## config.mk

```make
export PLATFORM = sky130hd
export DESIGN_NAME = rsv_cluster
export DESIGN_NICKNAME = d
export VERILOG_FILES = /design/src/rtl/rsv_pkg.sv /design/src/rtl/rsv_alloc.sv /design/src/rtl/rsv_station.sv /design/src/rtl/rsv_regstat.sv /design/src/rtl/rsv_bus_arb.sv /design/src/rtl/rsv_cluster.sv
export SDC_FILE = /design/constraint.sdc
export NUM_CORES = 1
export LEC_CHECK = 0
export ABC_AREA = 1
export BUFFER_PORTS_ARGS = -buffer_cell sky130_fd_sc_hd__buf_2
export CAP_MARGIN = 20
export CORE_MARGIN = 2
export CORE_UTILIZATION = 42
export DETAILED_ROUTE_END_ITERATION = 6
export PLACE_DENSITY = 0.66
export REMOVE_ABC_BUFFERS = 1
export SLEW_MARGIN = 0
export SYNTH_ARGS = -nofsm -noshare
export SYNTH_HDL_FRONTEND = slang
export SYNTH_SLANG_ARGS = --single-unit
```

## constraint.sdc

```tcl
create_clock -name clk -period 3.6 [get_ports clk]
set_clock_uncertainty 0.15 [all_clocks]
set_input_delay 0.72 -clock clk [delete_from_list [all_inputs] [get_ports clk]]
set_output_delay 0.72 -clock clk [all_outputs]
set_load 0.005 [all_outputs]
```

## src/rtl/rsv_pkg.sv

```systemverilog
package rsv_pkg;

    parameter int NUM_RS   = 4;
    parameter int NUM_REGS = 8;
    parameter int DATA_W   = 16;

    localparam int TAG_W = $clog2(NUM_RS + 1);
    localparam int REG_W = $clog2(NUM_REGS);
    localparam int OP_W  = 2;

    typedef logic [DATA_W-1:0] data_t;
    typedef logic [TAG_W-1:0]  tag_t;
    typedef logic [REG_W-1:0]  ridx_t;

    typedef enum logic [OP_W-1:0] {
        OP_ADD = 2'd0,
        OP_SUB = 2'd1,
        OP_AND = 2'd2,
        OP_XOR = 2'd3
    } op_e;

    typedef enum logic [1:0] {
        ST_FREE = 2'd0,
        ST_WAIT = 2'd1,
        ST_EXEC = 2'd2,
        ST_DONE = 2'd3
    } st_e;

    localparam tag_t NO_TAG = '0;

    // result bus: value plus producer tag
    typedef struct packed {
        logic  valid;
        tag_t  tag;
        data_t data;
    } bus_t;

    // one operand: value valid when tag is zero
    typedef struct packed {
        data_t val;
        tag_t  tag;
    } src_t;

    typedef struct packed {
        op_e  op;
        src_t j;
        src_t k;
    } slot_t;

    function automatic tag_t tag_of(input int idx);
        return tag_t'(idx + 1);
    endfunction

    // replace a pending operand by the bus value on tag match
    function automatic src_t snoop(input src_t s, input bus_t bus);
        src_t o;
        o = s;
        if (s.tag != NO_TAG && bus.valid && bus.tag == s.tag) begin
            o.val = bus.data;
            o.tag = NO_TAG;
        end
        return o;
    endfunction

endpackage

```

## src/rtl/rsv_alloc.sv

```systemverilog
module rsv_alloc
    import rsv_pkg::*;
(
    input  logic [NUM_RS-1:0] busy,
    output logic              ready,
    output logic [NUM_RS-1:0] pick,
    output tag_t              tag
);

    always_comb begin
        pick = '0;
        tag  = NO_TAG;
        for (int i = 0; i < NUM_RS; i++) begin
            if (!busy[i] && pick == '0) begin
                pick[i] = 1'b1;
                tag     = tag_of(i);
            end
        end
    end

    assign ready = ~&busy;

endmodule

```

## src/rtl/rsv_station.sv

```systemverilog
module rsv_station
    import rsv_pkg::*;
(
    input  logic  clk,
    input  logic  rst,
    input  logic  alloc,
    input  slot_t alloc_slot,
    input  bus_t  bus,
    input  logic  grant,
    input  logic  ex_done,
    input  data_t ex_res,
    output logic  busy,
    output logic  disp_valid,
    output slot_t disp_slot,
    output logic  done_req,
    output data_t done_data
);

    st_e   state;
    slot_t slot;
    data_t res;
    logic  ops_ready;

    assign ops_ready  = (slot.j.tag == NO_TAG) && (slot.k.tag == NO_TAG);
    assign busy       = (state != ST_FREE);
    assign disp_valid = (state == ST_WAIT) && ops_ready;
    assign disp_slot  = slot;
    assign done_req   = (state == ST_DONE);
    assign done_data  = res;

    always_ff @(posedge clk) begin
        if (rst) begin
            state <= ST_FREE;
            slot  <= '0;
            res   <= '0;
        end else begin
            case (state)
                ST_FREE: begin
                    if (alloc) begin
                        state <= ST_WAIT;
                        slot  <= alloc_slot;
                    end
                end
                ST_WAIT: begin
                    if (ops_ready) begin
                        state <= ST_EXEC;
                    end else begin
                        slot.j <= snoop(slot.j, bus);
                        slot.k <= snoop(slot.k, bus);
                    end
                end
                ST_EXEC: begin
                    if (ex_done) begin
                        res   <= ex_res;
                        state <= ST_DONE;
                    end
                end
                ST_DONE: begin
                    if (grant) state <= ST_FREE;
                end
                default: state <= ST_FREE;
            endcase
        end
    end

    // the allocator never targets an occupied station
    p_alloc_free_r1: assert property (@(posedge clk) disable iff (rst)
        alloc |-> state == ST_FREE);

    // a matching broadcast fills a waiting first operand
    p_snoop_j_r4: assert property (@(posedge clk) disable iff (rst)
        (state == ST_WAIT && bus.valid && slot.j.tag != NO_TAG && slot.j.tag == bus.tag)
        |=> (slot.j.tag == NO_TAG && slot.j.val == $past(bus.data)));

    p_snoop_k_r4: assert property (@(posedge clk) disable iff (rst)
        (state == ST_WAIT && bus.valid && slot.k.tag != NO_TAG && slot.k.tag == bus.tag)
        |=> (slot.k.tag == NO_TAG && slot.k.val == $past(bus.data)));

    // dispatch is a single-cycle pulse
    p_disp_once_r3: assert property (@(posedge clk) disable iff (rst)
        disp_valid |=> !disp_valid);

    // only a station holding a result is granted the bus
    p_grant_done_r9: assert property (@(posedge clk) disable iff (rst)
        grant |-> state == ST_DONE);

endmodule

```

## src/rtl/rsv_regstat.sv

```systemverilog
module rsv_regstat
    import rsv_pkg::*;
(
    input  logic  clk,
    input  logic  rst,
    input  logic  ren_we,
    input  ridx_t ren_dst,
    input  tag_t  ren_tag,
    input  bus_t  bus,
    input  ridx_t ra_a,
    input  ridx_t ra_b,
    input  ridx_t ra_c,
    output src_t  rd_a,
    output src_t  rd_b,
    output src_t  rd_c
);

    data_t val_q [NUM_REGS];
    tag_t  tag_q [NUM_REGS];

    always_ff @(posedge clk) begin
        for (int r = 0; r < NUM_REGS; r++) begin
            if (rst) begin
                val_q[r] <= data_t'(r);
                tag_q[r] <= NO_TAG;
            end else begin
                if (bus.valid && tag_q[r] != NO_TAG && tag_q[r] == bus.tag) begin
                    val_q[r] <= bus.data;
                    tag_q[r] <= NO_TAG;
                end
                // a rename in the same cycle overrides the clear
                if (ren_we && ren_dst == ridx_t'(r)) tag_q[r] <= ren_tag;
            end
        end
    end

    always_comb begin
        rd_a.val = val_q[ra_a];
        rd_a.tag = tag_q[ra_a];
        rd_b.val = val_q[ra_b];
        rd_b.tag = tag_q[ra_b];
        rd_c.val = val_q[ra_c];
        rd_c.tag = tag_q[ra_c];
    end

    for (genvar r = 0; r < NUM_REGS; r++) begin : g_chk
        // a rename installs the issuing tag
        p_rename_r2: assert property (@(posedge clk) disable iff (rst)
            (ren_we && ren_dst == ridx_t'(r)) |=> tag_q[r] == $past(ren_tag));

        // matching broadcast writes the value and clears the tag
        p_capture_r6: assert property (@(posedge clk) disable iff (rst)
            (bus.valid && bus.tag != NO_TAG && tag_q[r] == bus.tag &&
             !(ren_we && ren_dst == ridx_t'(r)))
            |=> (tag_q[r] == NO_TAG && val_q[r] == $past(bus.data)));

        // a non-matching broadcast leaves the entry alone
        p_keep_r7: assert property (@(posedge clk) disable iff (rst)
            (bus.valid && tag_q[r] != bus.tag && !(ren_we && ren_dst == ridx_t'(r)))
            |=> ($stable(val_q[r]) && $stable(tag_q[r])));
    end

endmodule

```

## src/rtl/rsv_bus_arb.sv

```systemverilog
module rsv_bus_arb
    import rsv_pkg::*;
(
    input  logic                           clk,
    input  logic                           rst,
    input  logic [NUM_RS-1:0]              req,
    input  logic [NUM_RS-1:0][DATA_W-1:0]  req_data,
    output logic [NUM_RS-1:0]              grant,
    output bus_t                           bus
);

    always_comb begin
        grant = '0;
        bus   = '0;
        for (int i = 0; i < NUM_RS; i++) begin
            if (req[i] && grant == '0) begin
                grant[i]  = 1'b1;
                bus.valid = 1'b1;
                bus.tag   = tag_of(i);
                bus.data  = req_data[i];
            end
        end
    end

    // a single owner per cycle
    p_one_owner_r9: assert property (@(posedge clk) disable iff (rst)
        $onehot0(grant));

    for (genvar i = 0; i < NUM_RS; i++) begin : g_pri
        localparam logic [NUM_RS-1:0] LOWER = NUM_RS'((1 << i) - 1);

        // no lower-index requester is passed over
        p_lowest_r9: assert property (@(posedge clk) disable iff (rst)
            grant[i] |-> (req & LOWER) == '0);

        // a losing requester keeps its result
        p_hold_r9: assert property (@(posedge clk) disable iff (rst)
            (req[i] && !grant[i]) |=> req[i]);
    end

endmodule

```

## src/rtl/rsv_cluster.sv

```systemverilog
module rsv_cluster
    import rsv_pkg::*;
(
    input  logic                       clk,
    input  logic                       rst,
    input  logic                       iss_valid,
    input  logic [OP_W-1:0]            iss_op,
    input  logic [REG_W-1:0]           iss_dst,
    input  logic [REG_W-1:0]           iss_src1,
    input  logic [REG_W-1:0]           iss_src2,
    output logic                       iss_ready,
    output logic [TAG_W-1:0]           iss_tag,
    output logic [NUM_RS-1:0]          disp_valid,
    output logic [NUM_RS*OP_W-1:0]     disp_op,
    output logic [NUM_RS*DATA_W-1:0]   disp_a,
    output logic [NUM_RS*DATA_W-1:0]   disp_b,
    input  logic [NUM_RS-1:0]          ex_done,
    input  logic [NUM_RS*DATA_W-1:0]   ex_result,
    output logic                       cdb_valid,
    output logic [TAG_W-1:0]           cdb_tag,
    output logic [DATA_W-1:0]          cdb_data,
    input  logic [REG_W-1:0]           rd_addr,
    output logic [DATA_W-1:0]          rd_value,
    output logic [TAG_W-1:0]           rd_tag
);

    logic [NUM_RS-1:0]             busy;
    logic [NUM_RS-1:0]             pick;
    logic [NUM_RS-1:0]             grant;
    logic [NUM_RS-1:0]             done_req;
    logic [NUM_RS-1:0][DATA_W-1:0] done_data;
    slot_t                         disp_slot [NUM_RS];
    bus_t                          bus;
    src_t                          src_a, src_b, src_rd;
    slot_t                         new_slot;
    logic                          accept;

    rsv_alloc u_alloc (
        .busy  (busy),
        .ready (iss_ready),
        .pick  (pick),
        .tag   (iss_tag)
    );

    assign accept = iss_valid && iss_ready;

    rsv_regstat u_regs (
        .clk     (clk),
        .rst     (rst),
        .ren_we  (accept),
        .ren_dst (iss_dst),
        .ren_tag (iss_tag),
        .bus     (bus),
        .ra_a    (iss_src1),
        .ra_b    (iss_src2),
        .ra_c    (rd_addr),
        .rd_a    (src_a),
        .rd_b    (src_b),
        .rd_c    (src_rd)
    );

    // sources see a broadcast landing in the issue cycle
    always_comb begin
        new_slot.op = op_e'(iss_op);
        new_slot.j  = snoop(src_a, bus);
        new_slot.k  = snoop(src_b, bus);
    end

    for (genvar i = 0; i < NUM_RS; i++) begin : g_rs
        rsv_station u_st (
            .clk        (clk),
            .rst        (rst),
            .alloc      (accept && pick[i]),
            .alloc_slot (new_slot),
            .bus        (bus),
            .grant      (grant[i]),
            .ex_done    (ex_done[i]),
            .ex_res     (ex_result[i*DATA_W +: DATA_W]),
            .busy       (busy[i]),
            .disp_valid (disp_valid[i]),
            .disp_slot  (disp_slot[i]),
            .done_req   (done_req[i]),
            .done_data  (done_data[i])
        );
        assign disp_op[i*OP_W +: OP_W]     = disp_slot[i].op;
        assign disp_a[i*DATA_W +: DATA_W]  = disp_slot[i].j.val;
        assign disp_b[i*DATA_W +: DATA_W]  = disp_slot[i].k.val;
    end

    rsv_bus_arb u_arb (
        .clk      (clk),
        .rst      (rst),
        .req      (done_req),
        .req_data (done_data),
        .grant    (grant),
        .bus      (bus)
    );

    assign cdb_valid = bus.valid;
    assign cdb_tag   = bus.tag;
    assign cdb_data  = bus.data;
    assign rd_value  = src_rd.val;
    assign rd_tag    = src_rd.tag;

    // ready drops only with every station occupied
    p_full_stall_r1: assert property (@(posedge clk) disable iff (rst)
        !iss_ready |-> $countones(busy) == NUM_RS);

    // the broadcasting station is free after the broadcast
    p_free_after_bus_r5: assert property (@(posedge clk) disable iff (rst)
        cdb_valid |=> (busy & $past(grant)) == '0);

endmodule

```

* Yosys cells after proc, flatten, opt, wreduce, memory -nomap -nowiden *
Memory sizes are Yosys's and may differ from the RTL's.
Index checks and enable logic that the tools add are counted.

storage, ports and cells
  output and inout bits = 183
  input bits = 85
  register bits = 232
  memory bits (writable) = 152
  memories kept = 2

operators by class
  multiplexer cells = 132
  reductions and logical operators = 131
  bitwise gates (word level) = 25
  eq/ne operators = 65

memories
  memory        depth  bits a word  rd ports  clocked after memory_dff  write ports  RTL line           source
  u_regs.val_q  8      16           3         0                         8            rsv_regstat.sv:18  data_t val_q [NUM_REGS];
  u_regs.tag_q  8      3            11        0                         8            rsv_regstat.sv:19  tag_t tag_q [NUM_REGS];

operators by type and width
  operator              number
  $mux W38              8
  $pmux W38 S2          4
  $mux W19              10
  $mux W16              8
  $mux W20              4
  $logic_and A1 B1 Y1   63
  $mux W1               59
  $mux W3               19
  $eq A3 B3 Y1          18
  $reduce_bool A3 Y1    18
  $reduce_and A4 Y1     13
  $logic_not A3 Y1      11
  $mux W2               16
  $ne A2 B2 Y1 const B  16
  $pmux W2 S4           4
  $ne A2 B1 Y1 const B  12
  $or A1 B1 Y1          24
  $eq A2 B2 Y1 const B  8
  $reduce_and A2 Y1     8
  $reduce_bool A2 Y1    8
  $eq A3 B3 Y1 const B  4
  $logic_not A2 Y1      6
  $eq A2 B1 Y1 const B  4
  $eq A3 B2 Y1 const B  2
  other kinds (3)       6

* Depth between registers and ports, before layout *
  depth in word-level cells = 18
  gate-level depth with buffers = 17

* Hierarchy *
A second synthesis with hierarchy kept.

unflattened totals
  cell total of the unflattened synthesis = 3387
  area, all modules = 23232.3 um2

modules (own cells, without submodules)
  module       cells an instance  sequential area each (um2)  area an instance (um2)  times used
  rsv_station  417                1161.1                      2770.2                  4
  rsv_regstat  1412               4564.4                      10567.6                 1
  rsv_cluster  157                0.0                         789.5                   1
  rsv_bus_arb  139                0.0                         743.2                   1
  rsv_alloc    11                 0.0                         51.3                    1

* Least setup slack after synthesis *
Ideal clock, no wire load.

  path kind = reg-to-output
  start = reg g_rs[0].u_st.state[0]
  end = out iss_tag[0]
  data arrival time = 1898 ps
  required time = 2730 ps
  buffers on the path = 0
  stages on the path, launching flop included = 9
  setup slack = 832 ps
  path through = dfxtp_1 inv_1 ha_1 nor2_1 inv_1 nor3_2 clkinv_1 o21ai_1 inv_1

between the ends
  longest elaborated chain between the ends = 9
  elaborated cells on any way between the ends = 13
  classes of those cells = mux: 7; reduce/logical: 6

RTL lines
  what                    RTL line           source
  start, declared         rsv_station.sv:19  st_e state;
  start signal, assigned  rsv_station.sv:33  state <= ST_FREE;
  start signal, assigned  rsv_station.sv:40  state <= ST_WAIT;
  start signal, assigned  rsv_station.sv:46  state <= ST_EXEC;
  $reduce_bool A2 Y1 *    rsv_station.sv:25  assign busy = (state != ST_FREE);
  $logic_and A1 B1 Y1     rsv_alloc.sv:14    if (!busy[i] && pick == '0) begin
  $mux W1                 rsv_alloc.sv:14
  $logic_not A2 Y1        rsv_alloc.sv:14
  $logic_and A1 B1 Y1     rsv_alloc.sv:14
  $mux W1                 rsv_alloc.sv:14
  $logic_not A3 Y1        rsv_alloc.sv:14
  $logic_and A1 B1 Y1     rsv_alloc.sv:14
  $mux W3 *               rsv_alloc.sv:14
  end, declared           rsv_cluster.sv:12  output logic [TAG_W-1:0] iss_tag,

Every way passes the cells marked *; elsewhere a longest branch is shown, timed or not.

* Worst setup path after layout *
  start = reg g_rs[0].u_st.state[0]
  end = out cdb_data[6]

between the ends
  longest elaborated chain between the ends = 11
  elaborated cells on any way between the ends = 14
  classes of those cells = eq/ne: 1; mux: 7; bitwise: 1; reduce/logical: 5

RTL lines
  what                 RTL line           source
  $eq A2 B2 Y1 *       rsv_station.sv:28  assign done_req = (state == ST_DONE);
  $mux W1              rsv_bus_arb.sv:16  if (req[i] && grant == '0) begin
  $not A1 Y1           rsv_bus_arb.sv:16
  $logic_and A1 B1 Y1  rsv_bus_arb.sv:16
  $mux W1              rsv_bus_arb.sv:16
  $logic_not A2 Y1     rsv_bus_arb.sv:16
  $logic_and A1 B1 Y1  rsv_bus_arb.sv:16
  $mux W1              rsv_bus_arb.sv:16
  $logic_not A3 Y1     rsv_bus_arb.sv:16
  $logic_and A1 B1 Y1  rsv_bus_arb.sv:16
  $mux W20 *           rsv_bus_arb.sv:16
  end, declared        rsv_cluster.sv:21  output logic [DATA_W-1:0] cdb_data,

Marked as above.

==> results.md <==
* Peak fanout along the critical path at 16
* Netlist Area Pre-Place at 0.0226 mm^2
* Non-Filler Instances at 4,001
* Slew @ Worst Pin at 0.687 ns
* Cells after synthesis at 3,236
* TritonRoute pass-1 iters at 7
* Period utilisation layout at 0.955
* Largest net degree at the start of global routing at 104
* CP endpoint kind: output pin
* Ys flop type: dfxtp_1
* Fmax at 0.291 GHz
* Minimum clock period at 3.44 ns
* Residual DRC at 1
* Final WL at 78.2 mm
* Grt met3 use at 0.0612
* Sink Count at 384
* Routing usage on met1 at 0.362
* Dpl cells at 3,922
* HP Class: input pin to flop
* Reg-to-Reg End: u_regs.val_q[0][1]
* Static Leak at 11.3 nW
* Core Area at 0.0536 mm^2
* FF-to-FF path depth at 10
* Placer Congestion at 0.955
* Initial antenna violation count at 2
* Clock Path Buffers at 3
* Yosys top cell by area: dfxtp_1
* H-tree levels at 2
* Nets at 3,374
* Pins Over Slew Limit at 0
* Gr usage total at 0.273
* Peak VDD IR at 0.330 mV
* CP Launch Type: flop
* Initial Util at 0.422
* DP HPWL at 55.3 mm
* Hold slack at 0.236 ns
* Synth unique cells at 46
* Worst R2R Start: g_rs[0].u_st.state[0]
* IO Pins at 268
* Buffers on Ports at 267
* First-pass GRT wire length at 118 mm
* Synth area leaders: dfxtp_1, edfxtp_1, nand2_1, nor2_1, a21oi_1
* Vias at 21.8k
* Vias in the first global route at 19.5k
* Clk_lat worst skew at 0.60 ns
* Min-delay src: ex_result[0]
* PwrDens at 719 mW/mm^2
* Worst hold stages at 3
* Gr busiest metal: met2
* #FFs+latches synth at 384
* Gr ovfl total at 0
* TritonCTS clock tree: done
* Synth cell count leaders: nand2_1, nor2_1, a21oi_1
* Total Neg Setup Slack at 0 ns
* Slew HR at 0.542
* 1st-iter DRT viols at 2,523
* Max-Cap Viols at 0
* Register area share after synthesis at 0.407
* Status: finished with violations
* Reg2reg setup slack at 0.42 ns
* Unrepaired setup endpoints after global routing: no
* Crit path DAT at 2.57 ns
* Hold Vio Cnt, Final at 0
* EDFF count, synth at 152
* DIE WIDTH at 236 um
* Total CTS buffers at 42
* Root buffer cell: clkbuf_16
* ANT nets after route at 0
* Layout cells sized above 1 at 0.145
* Clock transition at path regs at 0.07 ns
* Rows at 85
* Die area at 0.0558 mm^2
* Kind of critical path: flop to output pin
* WL per Instance at 19.6 um
* GR Layer Usage met2 at 0.437
* Hold endpoint: g_rs[0].u_st.done_data[0]
* Final count of negative-setup-slack endpoints at 0
* Area growth, synth to finish at 10.7%
* Top-area cell type share of the netlist area at 0.205
* Yosys warnings at 0
* Failing checks: design-rule violations
* Count leader, synth: nand2_1
* Vias per inst at 5.44
* Mean Syn Cell Area at 6.99 um^2
* Fraction of registers with async set or reset after synthesis at 0
* Critical path data required time at 2.73 ns
* Die height at 236 um
-- metrics by stage --
stage	setup slack, ns	util	area [um^2]	total power, mW
3_5_place_dp	0.498	0.441	23600	13.4
6_report	0.163	0.467	25100	18.0
5_1_grt	0.0316	0.467	25100	19.1
2_1_floorplan	-1.80	-	20600	10.2
4_1_cts	0.0136	0.467	25000	18.0
3_3_place_gp	0.507	0.441	23600	13.4
-- registers in the layout, indices dropped and copies added (netlist names) --
signal,cells
u_regs.val_q,128
g_rs.u_st.disp_slot,160
u_regs.tag_q,24
g_rs.u_st.state,8
g_rs.u_st.done_data,64
-- power by group --
part           switching (mW)  internal (mW)
Combinational            4.89           2.33
Sequential              0.688           5.53
Clock                    1.89           2.67
-- layout make-up --
cell class | count | area, um^2
clock inverters | 29 | 345
clock buffers | 47 | 1080
flip-flops and latches | 384 | 9210
inverters | 297 | 1120
repair buffers | 355 | 2130
fillers | 5449 | 28500
well taps | 696 | 871
multi-input cells | 2190 | 10300
diodes | 3 | 7.51
-- worst max path at each step --
stage / endpoint / slack [ns] / start
finish: cdb_data[6] / 0.16 / g_rs[0].u_st.state[0]
global placement: u_regs.val_q[3][12] / 0.51 / g_rs[0].u_st.state[0]
detailed placement: g_rs[0].u_st.disp_slot[6] / 0.50 / iss_src2[2]
floorplan: u_regs.val_q[0][0] / -1.80 / rst
global route: cdb_data[2] / 0.03 / g_rs[0].u_st.state[0]
CTS: cdb_data[6] / 0.01 / g_rs[0].u_st.state[0]
-- worst max-delay path, cell delays in order, from the launching register on --
cell,delay (ns)
dfxtp_1,0.35
ha_1,0.29
nor2_8,0.15
nand2_4,0.07
inv_4,0.09
nand2_4,0.15
inv_4,0.20
buf_6,0.21
nand2_1,0.06
and3_1,0.16
inv_1,0.11
buf_2,0.13
-- cell families after synthesis --
family | Yosys count | synth area share
XOR/XNOR | 11 | 0.00426
AND/OR/NAND/NOR | 1401 | 0.264
buffers and inverters | 662 | 0.139
flip-flops | 384 | 0.407
AO/OA/AOI/OAI | 759 | 0.175
adder cells (fa/ha/maj) | 19 | 0.0105
-- per-layer routing --
layer	wire, um	vias up
met2	35300	1107
met5	0	-
met1	32200	9874
met4	2720	0
li1	-	10600
met3	8040	183
-- placed cells by master, fill, tap and decap left out, types with 11 or more instances in the layout --
cell / Yosys / routed
nand4_1: 24 / 24
nand3_1: 291 / 291
nand2_1: 508 / 508
o21ai_0: 321 / 321
inv_2: 12 / 11
nor3_1: 14 / 14
a31oi_1: 19 / 19
edfxtp_1: 152 / 152
clkinv_1: 5 / 11
o211ai_1: 20 / 20
a21oi_1: 365 / 365
buf_4: 145 / 80
clkbuf_16: 0 / 42
inv_1: 279 / 277
nor2_1: 502 / 502
ha_1: 19 / 19
buf_2: 60 / 264
and3_1: 16 / 15
dfxtp_1: 232 / 232
nand2_2: 17 / 17
nand2_4: 14 / 14
-- timing repair --
item / CTS / global route
endpoints found under the setup margin: 0 / 16
setup buffers: 0 / 0
gates resized for setup: 0 / 4
hold buffers: 0 / 0
Note: power is estimated with default switching activity, not from simulation.
